`config.mk`:
```
export PLATFORM = sky130hd
export DESIGN_NAME = boot_reset_seq
export DESIGN_NICKNAME = d
export VERILOG_FILES = /design/src/rtl/boot_seq_pkg.sv /design/src/rtl/boot_stage_timer.sv /design/src/rtl/boot_retry_ctr.sv /design/src/rtl/boot_reset_seq.sv
export SDC_FILE = /design/constraint.sdc
export NUM_CORES = 1
export LEC_CHECK = 0
export ABC_AREA = 1
export BUFFER_PORTS_ARGS = -buffer_cell sky130_fd_sc_hd__buf_2
export CORE_MARGIN = 2
export CORE_UTILIZATION = 25
export CTS_CLUSTER_SIZE = 12
export DETAILED_ROUTE_END_ITERATION = 6
export GPL_ROUTABILITY_DRIVEN = 1
export PLACE_DENSITY_LB_ADDON = 0.25
export SETUP_SLACK_MARGIN = 0.5
export SYNTH_ARGS = -nofsm -noshare
export SYNTH_HDL_FRONTEND = slang
export SYNTH_HIERARCHICAL = 1
export SYNTH_SLANG_ARGS = --single-unit
export TNS_END_PERCENT = 100
```
`constraint.sdc`:
```
create_clock -name clk -period 6.6 [get_ports clk]
set_clock_uncertainty 0.15 [all_clocks]
set_input_delay 0.33 -clock clk [delete_from_list [all_inputs] [get_ports clk]]
set_output_delay 0.33 -clock clk [all_outputs]
set_load 0.05 [all_outputs]
```
`src/rtl/boot_seq_pkg.sv`:
```
package boot_seq_pkg;

    typedef enum logic [1:0] {
        ERR_NONE    = 2'd0,
        ERR_BOOT    = 2'd1,
        ERR_FATAL   = 2'd2,
        ERR_THERMAL = 2'd3
    } err_class_e;

    typedef enum logic [2:0] {
        ST_OFF,
        ST_GPU_WAIT,
        ST_LINK_WAIT,
        ST_HS_WAIT,
        ST_HOLD,
        ST_UP,
        ST_STUCK
    } seq_state_e;

    typedef struct packed {
        err_class_e  cls;
        logic [7:0]  code;
    } err_rec_t;

    localparam logic [7:0] CODE_GPU_RST = 8'h08;
    localparam logic [7:0] CODE_LINK    = 8'h09;
    localparam logic [7:0] CODE_HSHAKE  = 8'h0A;

    function automatic int max_of(input int a, input int b);
        return (a > b) ? a : b;
    endfunction

    function automatic logic [7:0] stage_code(input seq_state_e s);
        case (s)
            ST_GPU_WAIT:  return CODE_GPU_RST;
            ST_LINK_WAIT: return CODE_LINK;
            ST_HS_WAIT:   return CODE_HSHAKE;
            default:      return 8'h00;
        endcase
    endfunction

    function automatic logic gpu_released(input seq_state_e s);
        return (s == ST_GPU_WAIT) || (s == ST_LINK_WAIT) ||
               (s == ST_HS_WAIT)  || (s == ST_UP);
    endfunction

    function automatic logic cpu_released(input seq_state_e s);
        return (s == ST_HS_WAIT) || (s == ST_UP);
    endfunction

    function automatic logic is_wait(input seq_state_e s);
        return (s == ST_GPU_WAIT) || (s == ST_LINK_WAIT) || (s == ST_HS_WAIT);
    endfunction

endpackage

```
`src/rtl/boot_stage_timer.sv`:
```
module boot_stage_timer #(
    parameter int CNT_W = 8
) (
    input  logic             clk,
    input  logic             rst,
    input  logic             restart,
    input  logic [CNT_W-1:0] limit,
    output logic             expired
);
    logic [CNT_W-1:0] cnt_q;

    assign expired = (cnt_q == limit - CNT_W'(1));

    always_ff @(posedge clk) begin
        if (rst || restart) begin
            cnt_q <= '0;
        end else if (!expired) begin
            cnt_q <= cnt_q + CNT_W'(1);
        end
    end

endmodule

```
`src/rtl/boot_retry_ctr.sv`:
```
module boot_retry_ctr #(
    parameter int MAX_ATTEMPTS = 5,
    parameter int ATT_W        = 3
) (
    input  logic             clk,
    input  logic             rst,
    input  logic             clr,
    input  logic             bump,
    output logic             final_try
);
    localparam logic [ATT_W-1:0] LAST_IDX = ATT_W'(MAX_ATTEMPTS - 1);

    logic [ATT_W-1:0] fails_q;

    assign final_try = (fails_q == LAST_IDX);

    always_ff @(posedge clk) begin
        if (rst || clr) begin
            fails_q <= '0;
        end else if (bump && !final_try) begin
            fails_q <= fails_q + ATT_W'(1);
        end
    end

    // the failure count never passes the last permitted attempt
    assert_fail_count_bounded_R8: assert property (@(posedge clk) disable iff (rst)
        fails_q <= LAST_IDX);

endmodule

```
`src/rtl/boot_reset_seq.sv`:
```
module boot_reset_seq
    import boot_seq_pkg::*;
#(
    parameter int T_GPU        = 4096,
    parameter int T_LINK       = 8192,
    parameter int T_HS         = 65536,
    parameter int HOLD_CYC     = 64,
    parameter int MAX_ATTEMPTS = 5,
    parameter int ATT_W        = 3
) (
    input  logic       clk,
    input  logic       rst,
    input  logic       pwr_ok,
    input  logic       por_req,
    input  logic       gpu_rst_done,
    input  logic       link_active,
    input  logic       cause_req,
    output logic       gpu_rst_n,
    output logic       cpu_rst_n,
    output logic       boot_done,
    output logic [1:0] err_class,
    output logic [7:0] err_code
);
    localparam int MAX_T = max_of(max_of(T_GPU, T_LINK), max_of(T_HS, HOLD_CYC));
    localparam int CNT_W = $clog2(MAX_T + 1);

    seq_state_e       state_q, state_d;
    err_rec_t         err_q;
    logic             expired, final_try, restart, stage_seen, timeout;
    logic [CNT_W-1:0] limit;

    always_comb begin
        case (state_q)
            ST_GPU_WAIT:  stage_seen = gpu_rst_done;
            ST_LINK_WAIT: stage_seen = link_active;
            ST_HS_WAIT:   stage_seen = cause_req;
            default:      stage_seen = 1'b0;
        endcase
    end

    always_comb begin
        case (state_q)
            ST_GPU_WAIT:  limit = CNT_W'(T_GPU);
            ST_LINK_WAIT: limit = CNT_W'(T_LINK);
            ST_HS_WAIT:   limit = CNT_W'(T_HS);
            default:      limit = CNT_W'(HOLD_CYC);
        endcase
    end

    // the awaited input wins over the window end in the same cycle
    assign timeout = is_wait(state_q) && expired && !stage_seen && !por_req;

    always_comb begin
        state_d = state_q;
        if (por_req) begin
            state_d = ST_OFF;
        end else begin
            case (state_q)
                ST_OFF:       if (pwr_ok) state_d = ST_GPU_WAIT;
                ST_GPU_WAIT:  if (stage_seen) state_d = ST_LINK_WAIT;
                ST_LINK_WAIT: if (stage_seen) state_d = ST_HS_WAIT;
                ST_HS_WAIT:   if (stage_seen) state_d = ST_UP;
                ST_HOLD:      if (expired) state_d = ST_GPU_WAIT;
                default:      state_d = state_q;
            endcase
            if (timeout) state_d = final_try ? ST_STUCK : ST_HOLD;
        end
    end

    assign restart = (state_d != state_q);

    always_ff @(posedge clk) begin
        if (rst) begin
            state_q <= ST_OFF;
            err_q   <= '{cls: ERR_NONE, code: 8'h00};
        end else begin
            state_q <= state_d;
            if (timeout) begin
                err_q <= '{cls: ERR_BOOT, code: stage_code(state_q)};
            end
        end
    end

    boot_stage_timer #(
        .CNT_W (CNT_W)
    ) timer_i (
        .clk     (clk),
        .rst     (rst),
        .restart (restart),
        .limit   (limit),
        .expired (expired)
    );

    boot_retry_ctr #(
        .MAX_ATTEMPTS (MAX_ATTEMPTS),
        .ATT_W        (ATT_W)
    ) retry_i (
        .clk       (clk),
        .rst       (rst),
        .clr       (por_req),
        .bump      (timeout),
        .final_try (final_try)
    );

    assign gpu_rst_n = gpu_released(state_q);
    assign cpu_rst_n = cpu_released(state_q);
    assign boot_done = (state_q == ST_UP);
    assign err_class = err_q.cls;
    assign err_code  = err_q.code;

    // no release while power is not good in the idle state
    assert_start_gated_R2: assert property (@(posedge clk) disable iff (rst)
        (state_q == ST_OFF && !pwr_ok && !por_req) |=> !gpu_rst_n);

    // main processor never out of reset while graphics processor is held
    assert_cpu_needs_gpu_R5: assert property (@(posedge clk) disable iff (rst)
        cpu_rst_n |-> gpu_rst_n);

    // the stuck state keeps its code and keeps both chips in reset
    assert_stuck_holds_R8: assert property (@(posedge clk) disable iff (rst)
        (state_q == ST_STUCK && !por_req) |=> (!gpu_rst_n && $stable(err_code)));

    // completion is sticky and leaves both chips running
    assert_done_sticky_R9: assert property (@(posedge clk) disable iff (rst)
        (boot_done && !por_req) |=> (boot_done && gpu_rst_n && cpu_rst_n));

    // a new code only ever comes with the chips dropping back into reset
    assert_code_with_reset_R10: assert property (@(posedge clk) disable iff (rst)
        !$stable(err_code) |-> $fell(gpu_rst_n));

endmodule

```
# Yosys cells after proc, flatten, opt, wreduce, memory -nomap -nowiden
# Cells that the tools add are included.
# op_classes
addsub,3
eq_ne,8
reduce_logical,14
mux,12
# ops
op,count
$pmux 17 s3,1
$mux 3,7
$add 17x1->17 const B,1
$eq 17x17->1,1
$sub 17x1->17 const B,1
$pmux 3 s5,1
$pmux 4 s3,1
$eq 3x3->1 const B,3
$eq 3x2->1 const B,2
$logic_or 1x1->1,6
$logic_and 1x1->1,4
$add 3x1->3 const B,1
$eq 3x1->1 const B,1
$logic_not 1->1,3
$logic_not 3->1,1
$ne 3x3->1,1
$pmux 1 s3,1
$mux 2,1
# totals
output_inout_bits,13
in_bits,7
regBits,32
word_cells,42

# Logic depth before layout (Yosys ltp)
# logic_depth
depth_word,11
mapped_depth,30
depth_no_buf,28

# Hierarchy
# Netlist, hierarchy kept.
# by_module_without_submodules
module,cells_per_inst,area_each_um2,instances,seq_area_each_um2
boot_stage_timer,336,1824.2,1,340.3
boot_reset_seq,83,611.8,1,140.1
boot_retry_ctr,27,175.2,1,60.1

# Worst setup path after synthesis
# Ideal clock, no wire load.
# synth_timing
path_type,flip-flop to flip-flop
start,register state_q[0]
end,register timer_i.cnt_q[10]
setup_time_ns,0.064
slack_ns,3.410
period_less_slack_ns,3.190
path_stages_with_launch,27
arrival_ns,2.976
cell_sequence,dfxtp_1 -> buf_4 -> inv_4 -> nand2_4 -> nand2_4 -> nor2_1 -> nand2_1 -> nor2_8 -> nand2_1 -> nand2_1 -> nand2_1 -> nor2_1 -> nand3_1 -> nor2_1 -> nand2_2 -> inv_2 -> nand2_1 -> nor2_4 -> nand4_4 -> nand2_2 -> nand3_1 -> nand2_1 -> nand3_2 -> nor2_1 -> buf_2 -> nand2_1 -> nor2_1
# synth_via
elab_chain_len,11
# synth_rtl
element,line_no,source
"start, declared",boot_reset_seq.sv:27,"seq_state_e state_q, state_d;"
"start signal, assigned",boot_reset_seq.sv:77,state_q <= state_d;
$eq 3x2->1 or $eq 3x1->1 (tied branches),boot_reset_seq.sv:42,case (state_q)
$pmux 17 s3 (*),boot_reset_seq.sv:42,
named net limit[6],boot_reset_seq.sv:30,logic [CNT_W-1:0] limit;
$sub 17x1->17 (*),boot_stage_timer.sv:12,assign expired = (cnt_q == limit - CNT_W'(1));
$eq 17x17->1 (*),boot_stage_timer.sv:12,
named net expired,boot_reset_seq.sv:29,"logic expired, final_try, restart, stage_seen, timeout;"
branches (longest 3 deep; another with $pmux 3 s5),-,
$mux 3 (*),boot_reset_seq.sv:66,if (timeout) state_d = final_try ? ST_STUCK : ST_HOLD;
$mux 3 (*),boot_reset_seq.sv:55,if (por_req) begin
$ne 3x3->1 (*),boot_reset_seq.sv:70,assign restart = (state_d != state_q);
named net restart,boot_reset_seq.sv:29,
$logic_or 1x1->1 (*),boot_stage_timer.sv:15,if (rst || restart) begin
"end signal, assigned",boot_stage_timer.sv:18,cnt_q <= cnt_q + CNT_W'(1);
"end, declared",boot_stage_timer.sv:10,logic [CNT_W-1:0] cnt_q;
# Mark *: on every way through the listed nets, which the timed path passes.
# A chain may end at the register's enable or synchronous reset.

# Worst setup path in the final report
# layout_timing
start,register state_q[1]
end,register timer_i.cnt_q[0]
# Same word-level chain as after synthesis.

==> flow_metrics.py <==
metrics = {
    "setup_path": {
        "path_cells": "inv_4 > nand2_4 > nand2_4 > nor2_1 > nand2_1 > nor2_8 > nand2_1 > nand2_1 > nand2_1 > nor2_1 > nand3_1 > nor2_1 > nand2_2 > inv_2 > nand2_1 > nor2_4 > nand4_4 > nand2_1 > nand3_1 > nand2_1 > nand3_2 > nor2_1 > o21ai_0 > a21oi_1",
        "end_kind": "flip-flop",
        "path_max_fanout": 17,
        "crit_top_cell": "nand2_1",
        "cp-start-kind": "flip-flop",
        "r2r_start": "state_q[1]",
        "crit_start": "state_q[1]",
        "cp.buffers_inverters": 2,
        "crit_arrival_ns": 4.39,
        "cpPeakStageDelay_ns": 0.83,
        "crit_family": "simple AND/OR/NAND/NOR gates",
        "worstPathRequired_ns": 6.66,
        "worstSetupPathType": "flip-flop to flip-flop",
        "slowest_stage": "nor2_1",
    },
    "drt": {
        "drt_wl_total_um": 5980,
        "wl_per_cell_um": 9.35,
        "first_pass_iters": 4,
        "initialDrtViolationCount": 128,
        "dr_total_vias": 2570,
        "drc": 0,
        "viasPerCell": 4.02,
        "ant_nets": 0,
    },
    "clocking": {
        "clock_sinks": 27,
        "cts_root_buf": "clkbuf_8",
        "cts_max_path_buffers": 2,
        "cts_setup_buffers": 0,
        "htreeDepth": 1,
        "clkLatencyLatePin_ns": 0.27,
        "ctsResizeCount": 0,
        "cts_buffers": 3,
        "path_clk_slew_ns": 0.10,
        "cts_hold_buffers": 0,
        "cts_tree": "built",
    },
    "floorplanning": {
        "die_h_um": 106,
        "die_w_um": 106,
        "initial_utilization_pct": 25.5,
        "rows": 37,
        "die-area_mm2": 0.0113,
        "coreArea_mm2": 0.0102,
        "ios": 20,
    },
    "finish": {
        "diodes": 0,
        "fin_util_pct": 29.3,
        "drive_gt1_share_pct": 10.1,
        "area_delta_synth_final_pct": 14.9,
        "layout.nets": 516,
    },
    "grt": {
        "overflow": 0,
        "grt_pass1_wl_um": 10800,
        "grt_max_degree": 22,
        "antenna_found_initial": 0,
        "grtUsageTotal_pct": 11.5,
        "grt_pass1_vias": 2423,
    },
    "timing": {
        "relSlewSlack_pct": 26.9,
        "setup_viol": 0,
        "hold_viol_final": 0,
        "final.setup.tns_ns": 0,
        "worst_pin_slew_ns": 1.09,
        "rsz0062_at_grt": "false",
        "fin_crit_sh_pct": 65.5,
        "max_freq_mhz": 231,
        "period_needed_ns": 4.33,
        "maxSlewViolCount": 0,
    },
    "synth": {
        "synth_flop_cell": "dfxtp_1",
        "synth_top_area_share_pct": 20.7,
        "synth.cell_area_mm2": 0.00261,
        "synth_commonest_cells": "nand2_1, nor2_1, inv_1",
        "synth_enable_flop_cells": 0,
        "ys_warn_count": 6,
        "async_reset_ff_share_pct": 0,
        "netlist_instances": 446,
        "synthTopCellsByArea": "dfxtp_1, nand2_1, nor2_1",
        "yosysSeqAreaShare_pct": 20.7,
        "yosysUniqueCellTypes": 37,
        "yosysTopAreaCell": "dfxtp_1",
        "synth_area_per_cell_um2": 5.85,
        "synth_seq_cells": 27,
        "yosysMostFrequentCell": "nand2_1",
    },
    "min_path": {
        "hold_class": "primary input to flip-flop",
        "min_from": "por_req",
    },
    "power_and_ir_drop": {
        "p_leak_nw": 1.45,
        "cellPowerDensity_mw_per_mm2": 112,
        "ir_worst_vdd_v": 0.0000550,
    },
    "place": {
        "gp_congestion": 0.827,
        "hpwl_um": 5080,
        "port_buffers": 13,
    },
    "status": {
        "status": "complete, no violations",
    },
    "job": {
        "max_cap_violations": 0,
    },
}
==> placed cells by master, fill, tap and decap left out, types with 2 or more instances in the layout <==
| cell type | instances |
|---|---|
| a211oi_2 | 2 |
| a21oi_1 | 12 |
| buf_2 | 13 |
| clkbuf_8 | 3 |
| conb_1 | 53 |
| dfxtp_1 | 27 |
| ha_1 | 4 |
| inv_1 | 56 |
| inv_4 | 3 |
| nand2_1 | 129 |
| nand2_2 | 9 |
| nand2_4 | 3 |
| nand3_1 | 44 |
| nand3_2 | 2 |
| nand3b_1 | 5 |
| nand4_1 | 8 |
| nand4_4 | 3 |
| nor2_1 | 84 |
| nor2_2 | 2 |
| nor2_4 | 4 |
| nor3_1 | 3 |
| o21ai_0 | 7 |
| o21ai_1 | 3 |
| xnor2_1 | 9 |
| xor2_1 | 4 |
==> logic make-up (layout without fill, tap and decap cells) <==
family          count (synthesis)  after routing  share of synthesized area, %
simple gates                  303            303                          54.5
buf+inv                        73             79                          12.9
flops                          27             27                          20.7
compound gates                 25             25                          5.46
xor+xnor                       13             13                          4.36
fa+ha+maj                       4              4                          1.92
other cells                     1             53                         0.144
==> final timing paths <==
path | to | slack, ns | depth (start not counted)
worst min-delay path | retry_i/fails_q[2] | 0.19 | 4
worst max register to register | timer_i/cnt_q[0] | 2.27 | 24
worst max-delay path | timer_i/cnt_q[0] | 2.27 | 24
worst min register to register | err_class[0] | 0.34 | 2
==> worst min-delay path, delay by kind of cell <==
family / cells / cell delay, ns
buffers and inverters: 1 / 0.08
AND/OR/NAND/NOR: 3 / 0.17
==> cell type report <==
type                    instances  area, um2
inverters                      62        245
well taps                     136        170
flip-flops and latches         27        541
clock buffers                   3       41.3
clock inverters                 1       7.51
fillers                      1179       7230
repair buffers                 13       65.1
multi-input cells             398       1930
==> state kept, by name, indices dropped and copies added (netlist names) <==
register         count
err_class            1
err_code             3
retry_i/fails_q      3
state_q              3
timer_i/cnt_q       17
==> report_power, final <==
group          total (mW)  leakage [nW]  switching (mW)  internal, mW
Clock              0.0967        0.0217          0.0539        0.0428
Sequential          0.168         0.218         0.00350         0.165
Combinational      0.0716          1.21          0.0496        0.0220
Total               0.336          1.45           0.107         0.229
==> stage by stage <==
stage	total power, mW	setup slack (ns)	instances	cell area, um2	hold slack (ns)
after floorplan	0.233	3.41	498	2810	0.252
after global placement	0.241	2.38	636	2950	0.304
after detailed placement	0.241	2.21	636	2950	0.314
after CTS	0.341	2.18	640	3000	0.183
after global routing	0.363	1.61	640	3000	0.194
final	0.336	2.27	640	3000	0.193
==> metal layers <==
metal	part of all wire [%]	wire length, um	track usage (%)
met1	52	3090	15.6
met2	45	2710	19.9
met4	0.62	37	2.44
met3	2.5	149	1.10
met5	0	0	0
Power figures use the tool's default switching activity.
